$ cat config.mk
export PLATFORM = sky130hd
export DESIGN_NAME = periodic_vector_timer
export DESIGN_NICKNAME = d
export VERILOG_FILES = /design/src/rtl/pit_pkg.sv /design/src/rtl/pit_regs.sv /design/src/rtl/pit_divider.sv /design/src/rtl/pit_request.sv /design/src/rtl/periodic_vector_timer.sv
export SDC_FILE = /design/constraint.sdc
export NUM_CORES = 1
export LEC_CHECK = 0
export CORE_MARGIN = 4
export CORE_UTILIZATION = 54
export CTS_BUF_LIST = sky130_fd_sc_hd__clkbuf_8
export CTS_CLUSTER_DIAMETER = 100
export DETAILED_ROUTE_END_ITERATION = 10
export GPL_TIMING_DRIVEN = 0
export HOLD_SLACK_MARGIN = 0.15
export PLACE_DENSITY = 0.87
export SLEW_MARGIN = 20
export SYNTH_ARGS = -nofsm -noshare
export SYNTH_HDL_FRONTEND = slang
export SYNTH_SLANG_ARGS = --single-unit
$ cat constraint.sdc
create_clock -name clk -period 3.92 [get_ports clk]
set_input_delay 0.588 -clock clk [delete_from_list [all_inputs] [get_ports clk]]
set_output_delay 0.588 -clock clk [all_outputs]
set_load 0.03 [all_outputs]
$ cat src/rtl/pit_pkg.sv
package pit_pkg;

    localparam int LVL_W  = 3;
    localparam int VEC_W  = 8;
    localparam int MOD_W  = 8;
    localparam int BUS_W  = 16;
    localparam int CTRL_W = LVL_W + VEC_W;
    localparam int TIME_W = 1 + MOD_W;

    typedef struct packed {
        logic [LVL_W-1:0] level;
        logic [VEC_W-1:0] vector;
    } pit_ctrl_t;

    typedef struct packed {
        logic             prescale;
        logic [MOD_W-1:0] modulus;
    } pit_time_t;

    typedef enum logic {
        SEL_CTRL = 1'b0,
        SEL_TIME = 1'b1
    } pit_sel_e;

    function automatic logic [BUS_W-1:0] ctrl_to_bus(input pit_ctrl_t c);
        logic [BUS_W-1:0] r;
        r = '0;
        r[CTRL_W-1:0] = c;
        return r;
    endfunction

    function automatic logic [BUS_W-1:0] time_to_bus(input pit_time_t t);
        logic [BUS_W-1:0] r;
        r = '0;
        r[TIME_W-1:0] = t;
        return r;
    endfunction

endpackage

$ cat src/rtl/pit_regs.sv
module pit_regs
    import pit_pkg::*;
#(
    parameter logic [VEC_W-1:0] RST_VEC = 8'h0F
) (
    input  logic             clk,
    input  logic             rst,
    input  logic             wr_en,
    input  logic             sel,
    input  logic [BUS_W-1:0] wdata,
    output logic [BUS_W-1:0] rdata,
    output pit_ctrl_t        ctrl,
    output pit_time_t        timing,
    output logic             restart,
    output logic [MOD_W-1:0] load_mod
);

    pit_ctrl_t ctrl_q;
    pit_time_t time_q;
    pit_ctrl_t wr_ctrl;
    pit_time_t wr_time;
    logic      unused_hi;

    assign wr_ctrl   = pit_ctrl_t'(wdata[CTRL_W-1:0]);
    assign wr_time   = pit_time_t'(wdata[TIME_W-1:0]);
    assign unused_hi = &{1'b0, wdata[BUS_W-1:CTRL_W]};

    assign restart  = wr_en && (pit_sel_e'(sel) == SEL_TIME);
    assign load_mod = wr_time.modulus;

    always_ff @(posedge clk) begin
        if (rst) begin
            ctrl_q <= '{level: '0, vector: RST_VEC};
            time_q <= '0;
        end else if (wr_en) begin
            if (pit_sel_e'(sel) == SEL_CTRL) ctrl_q <= wr_ctrl;
            else                             time_q <= wr_time;
        end
    end

    always_comb begin
        if (pit_sel_e'(sel) == SEL_CTRL) rdata = ctrl_to_bus(ctrl_q);
        else                             rdata = time_to_bus(time_q);
    end

    assign ctrl   = ctrl_q;
    assign timing = time_q;

    // a control write lands in the fields it addresses
    assert_ctrl_write_R2: assert property (@(posedge clk) disable iff (rst)
        (wr_en && !sel) |=> (ctrl_q.level == $past(wdata[CTRL_W-1:VEC_W])
                             && ctrl_q.vector == $past(wdata[VEC_W-1:0])));

endmodule

$ cat src/rtl/pit_divider.sv
module pit_divider
    import pit_pkg::*;
#(
    parameter int BASE_DIV = 4,
    parameter int PRE_DIV  = 512
) (
    input  logic             clk,
    input  logic             rst,
    input  logic             run,
    input  logic             restart,
    input  logic [MOD_W-1:0] load_mod,
    input  logic             prescale,
    input  logic [MOD_W-1:0] modulus,
    output logic             expire
);

    localparam int BASE_CW = (BASE_DIV > 1) ? $clog2(BASE_DIV) : 1;
    localparam int PRE_CW  = (PRE_DIV > 1) ? $clog2(PRE_DIV) : 1;
    localparam logic [BASE_CW-1:0] BASE_LAST = BASE_CW'(BASE_DIV - 1);
    localparam logic [PRE_CW-1:0]  PRE_LAST  = PRE_CW'(PRE_DIV - 1);

    logic [BASE_CW-1:0] base_q;
    logic [PRE_CW-1:0]  pre_q;
    logic [MOD_W-1:0]   cnt_q;
    logic               base_tick;
    logic               stage_tick;

    assign base_tick  = run && (base_q == BASE_LAST);
    assign stage_tick = base_tick && (!prescale || (pre_q == PRE_LAST));
    assign expire     = stage_tick && !restart && (cnt_q == MOD_W'(1));

    always_ff @(posedge clk) begin
        if (rst) begin
            base_q <= '0;
            pre_q  <= '0;
            cnt_q  <= '0;
        end else if (restart) begin
            base_q <= '0;
            pre_q  <= '0;
            cnt_q  <= load_mod;
        end else if (run) begin
            base_q <= base_tick ? '0 : base_q + 1'b1;
            if (base_tick) begin
                if (!prescale)            pre_q <= '0;
                else if (pre_q == PRE_LAST) pre_q <= '0;
                else                      pre_q <= pre_q + 1'b1;
            end
            if (stage_tick) begin
                if (cnt_q <= MOD_W'(1)) cnt_q <= modulus;
                else                    cnt_q <= cnt_q - 1'b1;
            end
        end
    end

    // a frozen timer keeps every count where it was
    assert_frozen_hold_R7: assert property (@(posedge clk) disable iff (rst)
        (!run && !restart) |=> ($stable(cnt_q) && $stable(base_q) && $stable(pre_q)));

endmodule

$ cat src/rtl/pit_request.sv
module pit_request
    import pit_pkg::*;
(
    input  logic             clk,
    input  logic             rst,
    input  logic             expire,
    input  pit_ctrl_t        ctrl,
    input  logic             iack,
    input  logic [LVL_W-1:0] iack_level,
    output logic [LVL_W-1:0] irq_level,
    output logic             vec_valid,
    output logic [VEC_W-1:0] vec_out
);

    logic pend_q;
    logic lvl_on;
    logic hit;

    assign lvl_on = (ctrl.level != '0);
    assign hit    = iack && pend_q && lvl_on && (iack_level == ctrl.level);

    always_ff @(posedge clk) begin
        if (rst)                  pend_q <= 1'b0;
        else if (!lvl_on)         pend_q <= 1'b0;
        else if (expire)          pend_q <= 1'b1;
        else if (hit)             pend_q <= 1'b0;
    end

    assign irq_level = (pend_q && lvl_on) ? ctrl.level : '0;
    assign vec_valid = hit;
    assign vec_out   = hit ? ctrl.vector : '0;

    // an unacknowledged request is held
    assert_req_held_R8: assert property (@(posedge clk) disable iff (rst)
        (irq_level != '0 && !iack && lvl_on) |=> (irq_level != '0 || !lvl_on));

    // the vector is only returned on an acknowledge at the pending level
    assert_vec_match_R9: assert property (@(posedge clk) disable iff (rst)
        vec_valid |-> (iack && iack_level == irq_level && vec_out == ctrl.vector));

    // a served request drops after the edge
    assert_ack_clears_R9: assert property (@(posedge clk) disable iff (rst)
        (vec_valid && !expire) |=> (irq_level == '0));

    // an expiry coinciding with the acknowledge keeps the request up
    assert_collide_keep_R10: assert property (@(posedge clk) disable iff (rst)
        (vec_valid && expire) |=> (irq_level != '0 || !lvl_on));

endmodule

$ cat src/rtl/periodic_vector_timer.sv
module periodic_vector_timer
    import pit_pkg::*;
#(
    parameter int                BASE_DIV = 4,
    parameter int                PRE_DIV  = 512,
    parameter logic [VEC_W-1:0]  RST_VEC  = 8'h0F
) (
    input  logic             clk,
    input  logic             rst,
    input  logic             reg_wr,
    input  logic             reg_sel,
    input  logic [BUS_W-1:0] reg_wdata,
    output logic [BUS_W-1:0] reg_rdata,
    input  logic             freeze_en,
    input  logic             freeze,
    input  logic             iack,
    input  logic [LVL_W-1:0] iack_level,
    output logic [LVL_W-1:0] irq_level,
    output logic             vec_valid,
    output logic [VEC_W-1:0] vec_out
);

    pit_ctrl_t        ctrl;
    pit_time_t        timing;
    logic             restart;
    logic [MOD_W-1:0] load_mod;
    logic             run;
    logic             expire;

    assign run = !(freeze_en && freeze);

    pit_regs #(.RST_VEC(RST_VEC)) u_regs (
        .clk      (clk),
        .rst      (rst),
        .wr_en    (reg_wr),
        .sel      (reg_sel),
        .wdata    (reg_wdata),
        .rdata    (reg_rdata),
        .ctrl     (ctrl),
        .timing   (timing),
        .restart  (restart),
        .load_mod (load_mod)
    );

    pit_divider #(.BASE_DIV(BASE_DIV), .PRE_DIV(PRE_DIV)) u_div (
        .clk      (clk),
        .rst      (rst),
        .run      (run),
        .restart  (restart),
        .load_mod (load_mod),
        .prescale (timing.prescale),
        .modulus  (timing.modulus),
        .expire   (expire)
    );

    pit_request u_req (
        .clk        (clk),
        .rst        (rst),
        .expire     (expire),
        .ctrl       (ctrl),
        .iack       (iack),
        .iack_level (iack_level),
        .irq_level  (irq_level),
        .vec_valid  (vec_valid),
        .vec_out    (vec_out)
    );

    // a zero modulus never lets an expiry through
    assert_zero_mod_R6: assert property (@(posedge clk) disable iff (rst)
        (timing.modulus == '0 && !restart) |-> !expire);

endmodule

==> results.md <==
- At the pin with the least slew margin, the transition time is 0.594 ns.
- The worst clock skew is between 0.005 and 0.006 ns.
- On the final layout, the worst hold slack is ~0.47 ns.
- The worst relative slew slack is 60.4%.
- TritonCTS built the clock tree.
- The final critical path time including I/O delays and setup is about 3.5 ns.
- The flow ran to the end, and the final reports show no timing, DRC or antenna violations.
- Relative to the synthesized area, the layout overhead comes to 27.7%.
- The number of global-route vias before repair is roughly 1,900.
- In this run, CTS created clock tree buffers numbering 5.
- The finished layout holds 368 standard cells, fillers aside.
- In this run the remaining antenna-violating nets after routing total 0.
- The number of H-tree levels is 2.
- In this run, synthesis inferred 0 flip-flops with an integrated enable.
- The initial utilization of the core area, before any placement, comes to 56.9%.
- Dividing the detail-routed via count by the number of cells gives 5.51.
- The cell area after synthesis is 2130 um^2.
- The share of total power in the clock network is between 30% and 40%.
- The worst-case IR drop observed on VDD is about 340 uV.
- 54 I/O pins were placed.
- The worst-path maximum fanout is 10.
- The worst setup path is of the primary input to output port kind.
- The cell leakage power is around 0.0010 uW.
- The path category of the worst min-delay check is register to register.
- The final-report max-slew violation count is 0.
- The number of nets at the end of the flow is 350.
- The number of antenna violations at the first check in global routing was 0.
- The instance count along the most critical hold path is 2.
- The number of buffers on the longest clock path is 2.
- The y dimension of the die is a little over 70 um.
- Data on the critical path arrives at its endpoint at approximately 2.9 ns.
- Routability-driven placement finished with a final weighted congestion of between 0.9 and 1.
- The tree built by TritonCTS fans out to 40 sinks.
- The cell-internal power is roughly 640 uW.
- The period utilization is between 80% and 90%.
- For the worst setup path, the data required time is approximately 3.3 ns.
- Cells fill between 70 and 80% of the core in the end.
- The number of hold buffers added after CTS is 0.
- The number of setup buffers added after CTS is 0.
- After Yosys synthesis, and, or, nand and nor cells account for just over 30% of the synthesized area.
- The half-perimeter wire length after placement is just under 4000 um.
- The count of routing violations after the opening detailed-route iteration is 138.
- Counting flops with an async set or reset pin after synthesis yields a share of 0%.
- Entering global routing, the biggest net connects 13 pins.
- The synthesized netlist devotes between 10 and 15% of its cell area to compound gates.
- The final hold violation count is 0.
- The core box area is 3740 um^2.
- The number of iterations in the first detailed-routing pass is 4.
- The commonest non-fill, non-tap cell in the layout is nand2_1.
- Across every metal layer, demand over resource in global routing totals between 20% and 30%.
- For the worst flop-to-flop path, the logic depth is 10.
- After clock tree synthesis, the clock-pin slew on the worst setup and hold paths is around 0.080 ns.
- For this run, design rule violations remaining after detail routing come to 0.
- Setup violations remaining at the end of the flow were counted as 0.
- For the worst-skew pair, the clock arrives at the later sink with an insertion delay of around 0.30 ns.
- The endpoint type of the worst setup path is an output port.
- In this run, flip-flops and latches consume 49.0% of the power.
- Among all flip-flop cells after synthesis, the most frequent one is dfxtp_1.
- Power spread over the standard cell area amounts to approximately 330 nW/um^2.
- Setup repair after global routing left no endpoint under its margin.
- The combinational family with the most area after synthesis is simple AND/OR/NAND/NOR gates.
- The die width is roughly 70 um.
- The highest achievable clock rate is ~0.29 GHz.
- The Yosys step of the flow raised 0 warnings.
- The top cell types in the final layout, fill and taps aside, are 57 x nand2_1, 42 x clkdlybuf4s50_1, 40 x dfxtp_1.
- Per report_power, the combinational group accounts for between 10% and 20% of the total.
- The count of buffers added on input and output ports is 42.
- The root buffer selected by CTS is clkbuf_8.
- Counting distinct cell types in the post-synthesis netlist gives 45.
- Of the total synthesized cell area, the portion taken by full adders, half adders and majority gates is between 2 and 3%.
- The floorplan step defined a die boundary enclosing 5010 um^2.
- The aggregate global routing overflow is 0.
- The mean instance size in the synthesized netlist is ~8.0 um^2.
- For this block, the via count after detailed routing is between 2,000 and 2,500.
- The type of origin of the critical path is a primary input.
- The post-synthesis sequential area ratio is 37.6%.
- The number of antenna diodes in the final layout is 0.
- The switching power as a share of total power is between 20 and 30%.
- The placement row count is 22.
- After synthesis the netlist holds a flip-flop and latch count of 40.
- Counting tap cells, the placed design contains a total of 360 instances.
- The first global-routing pass estimated slightly below 9000 um of wire.
- The routed wire length is between 5000 and 6000 um.
- Synthesis handed over a netlist of between 200 and 300 instances.
- The sum of negative setup slack is 0 ns.
- The proportion of layout cells with a drive suffix above 1 is a little under a tenth.
- In this run the power spent charging and discharging nets is 258 uW.
- The area share of xor/xnor cells in the synthesized design is between 4 and 5%.
- After detailed routing, the average wire length per cell comes to about 14 um.
- Max-cap violations in this run came to 0.
- After clock tree synthesis, the repair step resized 0 gates.
- Multiplexer cells account for 5.70% of the synthesized area.
-- through the flow --
step | setup slack (ns) | total power (uW) | area, um^2
2_1_floorplan | 1.38 | 559 | 2140
3_3_place_gp | 0.450 | 618 | 2620
3_5_place_dp | 0.417 | 621 | 2620
4_1_cts | 0.417 | 900 | 2720
5_1_grt | 0.286 | 942 | 2720
6_report | 0.417 | 899 | 2720
-- cell type report --
| type | count | area [um^2] |
|---|---|---|
| flip-flops and latches | 40 | 801 |
| repair buffers | 42 | 420 |
| plain buffers | 16 | 81.3 |
| clock buffers | 6 | 82.6 |
| well taps | 48 | 60.1 |
| inverters | 4 | 15.0 |
| clock inverters | 2 | 11.3 |
| fillers | 290 | 1030 |
| multi-input cells | 210 | 1250 |
-- routing by layer --
layer	wire length, um	GRT usage, %	up-vias
met4	113	7.93	0
met3	294	5.82	12
met2	2480	35.7	69
met1	2360	26.8	929
li1	-	-	1018
met5	0	0	-
-- power groups by stage --
stage	clock network [uW]	registers, uW	logic, uW
after floorplan	0	446	114
after global placement	0	450	168
after detailed placement	0	450	171
after CTS	288	441	172
after global routing	309	443	189
final	285	441	174
-- synth_stat cells, types with 6 or more instances --
| library cell | count | area, um^2 |
|---|---|---|
| clkbuf_1 | 8 | 30.0 |
| dfxtp_1 | 40 | 801 |
| nand2_1 | 57 | 214 |
| a21oi_1 | 22 | 110 |
| and2_1 | 13 | 81.3 |
| nor3_1 | 6 | 30.0 |
| mux2_2 | 9 | 101 |
| nor2_1 | 19 | 71.3 |
| nand3b_1 | 7 | 52.6 |
| nand3_1 | 6 | 30.0 |
-- cells by family (layout without fill, tap and decap cells) --
group	after synthesis	in the layout
xor+xnor	10	10
flops	40	40
compound gates	49	49
mux	11	11
fa+ha+maj	5	5
other cells	1	5
buf+inv	20	70
simple gates	130	130
-- worst max-delay path, stage by stage --
cell	delay [ns]
clkdlybuf4s50_1	0.45
or3b_1	0.36
a211oi_1	0.20
o2111a_1	0.44
and2_1	0.19
clkdlybuf4s50_1	0.68
-- final timing paths --
check | startpoint | to | slack (ns)
setup reg to reg | u_div.pre_q[0]$_SDFFE_PP0P_ | u_req.pend_q$_SDFFE_PP0P_ | 1.92
setup / recovery | iack_level[0] | vec_out[2] | 0.42
hold reg to reg | u_regs.ctrl[6]$_SDFFE_PP0P_ | u_regs.ctrl[6]$_SDFFE_PP0P_ | 0.47
hold / removal | u_regs.ctrl[6]$_SDFFE_PP0P_ | u_regs.ctrl[6]$_SDFFE_PP0P_ | 0.47
-- registers in the layout, indices dropped and copies added (netlist names) --
| signal | count |
|---|---|
| u_regs.ctrl | 11 |
| u_div.base_q | 2 |
| u_div.pre_q | 9 |
| u_req.pend_q | 1 |
| u_div.cnt_q | 8 |
| u_regs.timing | 9 |
Note: power is estimated with default switching activity, not from simulation.
